--- src/rtl/dbgm_pkg.sv ---
package dbgm_pkg;
  localparam int MODE_W = 2;
  typedef enum logic [MODE_W-1:0] {
    MODE_OFF   = 2'd0,
    MODE_ARMED = 2'd1,
    MODE_HALT  = 2'd2
  } dbg_mode_e;
endpackage

--- src/rtl/dbgm_mode_fsm.sv ---
module dbgm_mode_fsm
  import dbgm_pkg::*;
(
  input  logic      clk,
  input  logic      rst,
  input  logic      boot_halt,
  input  logic      en_set,
  input  logic      en_clr,
  input  logic      bgnd,
  input  logic      go,
  input  logic      halt_ins,
  input  logic      brk,
  output dbg_mode_e mode_q,
  output dbg_mode_e mode_d,
  output logic      clksel_q
);
  logic halt_cause;
  assign halt_cause = halt_ins | bgnd | brk;

  always_comb begin
    mode_d = mode_q;
    case (mode_q)
      MODE_OFF:   if (en_set) mode_d = MODE_ARMED;
      MODE_ARMED: begin
        if (halt_cause)  mode_d = MODE_HALT;
        else if (en_clr) mode_d = MODE_OFF;
      end
      MODE_HALT: begin
        if (go)          mode_d = MODE_ARMED;
        else if (en_clr) mode_d = MODE_OFF;
      end
      default:    mode_d = MODE_OFF;
    endcase
  end

  always_ff @(posedge clk) begin
    if (rst) begin
      mode_q   <= boot_halt ? MODE_HALT : MODE_OFF;
      clksel_q <= boot_halt;
    end else begin
      mode_q   <= mode_d;
    end
  end

  assert_legal_mode_R3: assert property (@(posedge clk) disable iff (rst)
    mode_q != dbg_mode_e'(2'd3));
  assert_halt_entry_R4: assert property (@(posedge clk) disable iff (rst)
    (mode_q == MODE_ARMED && halt_cause) |=> mode_q == MODE_HALT);
  assert_go_exit_R5: assert property (@(posedge clk) disable iff (rst)
    (mode_q == MODE_HALT && go) |=> mode_q == MODE_ARMED);
  assert_off_ignores_bg_R5: assert property (@(posedge clk) disable iff (rst)
    (mode_q == MODE_OFF && !en_set) |=> mode_q == MODE_OFF);
endmodule

--- src/rtl/dbgm_illegal.sv ---
module dbgm_illegal (
  input  logic clk,
  input  logic rst,
  input  logic dbg_enabled,
  input  logic halt_ins,
  input  logic disp,
  output logic ill_rst_q,
  output logic ill_exc_q
);
  logic bad_halt;
  assign bad_halt = halt_ins & ~dbg_enabled;

  always_ff @(posedge clk) begin
    if (rst) begin
      ill_rst_q <= 1'b0;
      ill_exc_q <= 1'b0;
    end else begin
      ill_rst_q <= bad_halt & ~disp;
      ill_exc_q <= bad_halt & disp;
    end
  end

  assert_pulse_single_R7: assert property (@(posedge clk) disable iff (rst)
    (ill_rst_q | ill_exc_q) |-> $past(!dbg_enabled && halt_ins));
  assert_pulse_excl_R7: assert property (@(posedge clk) disable iff (rst)
    $onehot0({ill_rst_q, ill_exc_q}));
endmodule

--- src/rtl/dbg_mode_ctrl.sv ---
module dbg_mode_ctrl
  import dbgm_pkg::*;
(
  input  logic              clk,
  input  logic              rst,
  input  logic              por_i,
  input  logic              dbg_pin_i,
  input  logic              en_set_i,
  input  logic              en_clr_i,
  input  logic              bgnd_i,
  input  logic              go_i,
  input  logic              halt_ins_i,
  input  logic              brk_i,
  input  logic              ill_disp_i,
  output logic [MODE_W-1:0] mode_o,
  output logic              halted_o,
  output logic              clksel_o,
  output logic              keep_clk_o,
  output logic              ill_rst_o,
  output logic              ill_exc_o
);
  logic      boot_halt;
  dbg_mode_e mode_q, mode_d;
  logic      halted_q, keep_q;

  assign boot_halt = por_i & ~dbg_pin_i;

  dbgm_mode_fsm u_fsm (
    .clk(clk), .rst(rst), .boot_halt(boot_halt),
    .en_set(en_set_i), .en_clr(en_clr_i), .bgnd(bgnd_i), .go(go_i),
    .halt_ins(halt_ins_i), .brk(brk_i),
    .mode_q(mode_q), .mode_d(mode_d), .clksel_q(clksel_o)
  );

  dbgm_illegal u_ill (
    .clk(clk), .rst(rst), .dbg_enabled(mode_q != MODE_OFF),
    .halt_ins(halt_ins_i), .disp(ill_disp_i),
    .ill_rst_q(ill_rst_o), .ill_exc_q(ill_exc_o)
  );

  always_ff @(posedge clk) begin
    if (rst) begin
      halted_q <= boot_halt;
      keep_q   <= boot_halt;
    end else begin
      halted_q <= (mode_d == MODE_HALT);
      keep_q   <= (mode_d != MODE_OFF);
    end
  end

  assign mode_o     = mode_q;
  assign halted_o   = halted_q;
  assign keep_clk_o = keep_q;

  assert_halted_flag_R8: assert property (@(posedge clk) disable iff (rst)
    halted_o == (mode_o == MODE_HALT));
  assert_keep_flag_R8: assert property (@(posedge clk) disable iff (rst)
    keep_clk_o == (mode_o != MODE_OFF));
  assert_clksel_hold_R9: assert property (@(posedge clk) disable iff (rst)
    !rst |=> $stable(clksel_o));
endmodule

--- config.mk ---
export PLATFORM = sky130hd
export DESIGN_NAME = dbg_mode_ctrl
export DESIGN_NICKNAME = d
export VERILOG_FILES = /design/src/rtl/dbgm_pkg.sv /design/src/rtl/dbgm_mode_fsm.sv /design/src/rtl/dbgm_illegal.sv /design/src/rtl/dbg_mode_ctrl.sv
export SDC_FILE = /design/constraint.sdc
export NUM_CORES = 1
export LEC_CHECK = 0
export BUFFER_PORTS_ARGS = -buffer_cell sky130_fd_sc_hd__clkbuf_2
export CAP_MARGIN = 15
export CORE_AREA = 3 3 40 42
export CTS_BUF_LIST = sky130_fd_sc_hd__clkbuf_8
export CTS_CLUSTER_SIZE = 8
export DETAILED_ROUTE_END_ITERATION = 10
export DIE_AREA = 0 0 43 45
export SYNTH_ARGS = -nofsm -noshare
export SYNTH_HDL_FRONTEND = slang
export SYNTH_SLANG_ARGS = --single-unit
--- constraint.sdc ---
create_clock -name clk -period 3.1 [get_ports clk]
set_input_delay 0.31 -clock clk [delete_from_list [all_inputs] [get_ports clk]]
set_output_delay 0.31 -clock clk [all_outputs]
set_load 0.005 [all_outputs]
==> results.cfg <==
[clock_tree]
clk-insertion-delay-late_ns = 0.22
clockRootBuffer = clkbuf_8
cts_setup_buffers = 0
hold_buffers = 0
htree_levels = 1
clock-sinks = 7
cts.clk_slew.worst_paths_ns = 0.04
numCtsBuffers = 3
clock_tree.buffer_depth = 2
cts_resized = 0
cts_tree = yes

[placed_design]
gp_congestion = 0.639
dpl.hpwl_um = 504
portBuffers = 17
pre_cts_slack_ns = 1.73
dp.cells = 55

[sta]
worst_pin_slew_ns = 0.373
slew_viol_final = 0
setup_viol = 0
skew_ns = 0.000173
fin_setup_tns_ns = 0
worst_slack_ns = 1.96
timing.fmax_mhz = 879
period_share = 0.367
hold_viol_final = 0
grt_setup_unrepaired = false
finalWorstPathRequiredPeriod_ns = 1.14
max_slew_margin = 0.748

[power_and_ir_drop]
p_sw_mw = 0.0561
pwr-share-comb = 0.120
total_power_mw = 0.259
power_density_nw_per_um2 = 611
switching_share = 0.217
p_int_mw = 0.203
seq_power_share = 0.405
p_leak_nw = 0.206
vdd_ir_drop_max_uv = 174
clkPwrFrac = 0.475

[detailed_routing]
routed_wl_um = 644
met1_length_um = 297
vias = 252
routedWlPerCell_um = 10.9
ant_nets = 0
drt_iter0_drc = 1
highest_layer = met3
via_per_inst = 4.27
drtPass1Iterations = 3
wl_met3_um = 109
met2_length_um = 236
drc = 0

[yosys]
synth_top_family_by_area = simple AND/OR/NAND/NOR gates
synthSimpleGateAreaFrac = 0.218
syn_nets = 34
synthXorXnorAreaFrac = 0
syn_area_per_cell_um2 = 12.0
ys_seq_elements = 7
syn-cell-area_um2 = 275
synthAdderAreaFrac = 0
yosysUniqueCellTypes = 14
ys_seq_area_frac = 0.545
synth_mux_area_frac = 0.0364
synthCells = 23
ys_warn_count = 0
synth-compound-area-share = 0.173

[global_routing]
antenna_found_initial = 0
grt_pass1_wl_mm = 1.11
grt_overflow = 0
grt_use_total = 0.0843
grt_pass1_vias = 261
grt_max_degree = 8

[final_layout]
layoutNonFillerInstCount = 59
layout-drive-gt1-share = 0.523
area_growth_pct = 54.1
final_core_util = 0.330
nets = 56
num_antenna_cells = 0
fillCellCount = 139

[setup_path]
r2r-start = u_fsm.mode_q[0]$_SDFF_PP0_
r2r_setup_slack_ns = 1.99
crit_chain = clkbuf_2 -> or3_4 -> o32a_1 -> a22oi_2
crit_path_start_kind = input port
timing.rr.end = u_fsm.mode_q[1]$_DFF_P_
critPathArrivalTime_ns = 1.29
r2r_cells = 3
required_ns = 3.25
crit_slowest_cell = or3_4
critPathTopFamily = compound AO/OA/AOI/OAI gates
cp_slowest_stage_delay_ns = 0.37
crit_type = in -> reg
cp.buffers_inverters = 1
worstSetupStartpoint = halt_ins_i
critPathMaxFanout = 3
worst_setup_path_end_kind = register

[worst_hold_path]
hp-class = in -> reg
hold_end = u_ill.ill_rst_q$_SDFF_PP0_
min_from = ill_disp_i
hold_depth = 2

[floorplanning]
pin_count = 18
die_h_um = 45
die_x_um = 43
start_util = 0.214
placement_rows = 13
coreArea_um2 = 1280
dieArea_um2 = 1940

[outcome]
status = complete, no violations

[run]
cap_violations = 0
per-layer routing:
layer  vias up  GRT usage
met5         -          0
met2        20      0.102
met1       103     0.0995
met3         0     0.0677
li1        129          -
met4         0     0.0542
registers in the layout, indices dropped and copies added (netlist names):
name / count
u_fsm.mode_q: 2
halted_o: 1
keep_clk_o: 1
u_fsm.clksel_q: 1
u_ill.ill_exc_q: 1
u_ill.ill_rst_q: 1
power by group through the flow:
stage / combinational, mW / sequential [mW] / clock [mW]
floorplan: 0.0138 / 0.107 / 0
global placement: 0.0311 / 0.107 / 0
detailed placement: 0.0313 / 0.107 / 0
CTS: 0.0316 / 0.105 / 0.129
global route: 0.0352 / 0.106 / 0.136
finish: 0.0311 / 0.105 / 0.123
synth_stat cells:
cell type / number / area [um^2]
a21oi_1: 2 / 10.0
a22oi_2: 1 / 12.5
a311oi_2: 1 / 15.0
and4b_1: 1 / 10.0
dfxtp_1: 6 / 120
edfxtp_1: 1 / 30.0
inv_1: 2 / 7.51
mux2i_1: 1 / 10.0
nand2b_1: 2 / 12.5
nor2_1: 2 / 7.51
nor4b_1: 1 / 8.76
nor4bb_1: 1 / 10.0
o32a_1: 1 / 10.0
or3_4: 1 / 11.3
cell type report:
class / count / area [um^2] / area share
clock buffers: 3 / 41.3 / 0.0973
multi-input cells: 14 / 118 / 0.277
inverters: 2 / 7.51 / 0.0177
clock inverters: 1 / 3.75 / 0.00885
repair buffers: 17 / 85.1 / 0.201
flip-flops and latches: 7 / 150 / 0.354
well taps: 15 / 18.8 / 0.0442
cell families (layout without fill, tap and decap cells):
logic type	Yosys count	after routing
flops	7	7
compound gates	5	5
simple gates	8	8
buf+inv	2	23
mux	1	1
worst max path at each step:
stage / end / depth (start not counted)
2_1_floorplan: keep_clk_o$_DFF_P_ / 3
5_1_grt: halted_o$_DFF_P_ / 3
4_1_cts: mode_o[0] / 1
3_5_place_dp: keep_clk_o$_DFF_P_ / 4
6_report: keep_clk_o$_DFF_P_ / 4
3_3_place_gp: keep_clk_o$_DFF_P_ / 4
stage by stage:
| stage | instance area [um^2] | hold slack, ns |
|---|---|---|
| floorplan | 275 | 0.382 |
| global placement | 379 | 0.502 |
| detailed placement | 379 | 0.490 |
| CTS | 424 | 0.252 |
| global route | 424 | 0.263 |
| finish | 424 | 0.264 |
worst register-to-register path, cell delays in order (launching register included):
cell and delay, ns:
dfxtp_1 0.37, nor4b_1 0.42, a311oi_2 0.11, a21oi_1 0.14
cells in the final DEF, fill, tap and decap left out:
cell,instances
o32a_1,1
dfxtp_1,6
a311oi_2,1
inv_1,3
a22oi_2,1
and4b_1,1
nor4bb_1,1
edfxtp_1,1
or3_4,1
mux2i_1,1
clkbuf_8,3
nor4b_1,1
clkbuf_2,17
a21oi_1,2
nand2b_1,2
nor2_1,2
No activity file was read; power rests on OpenSTA's default activity.
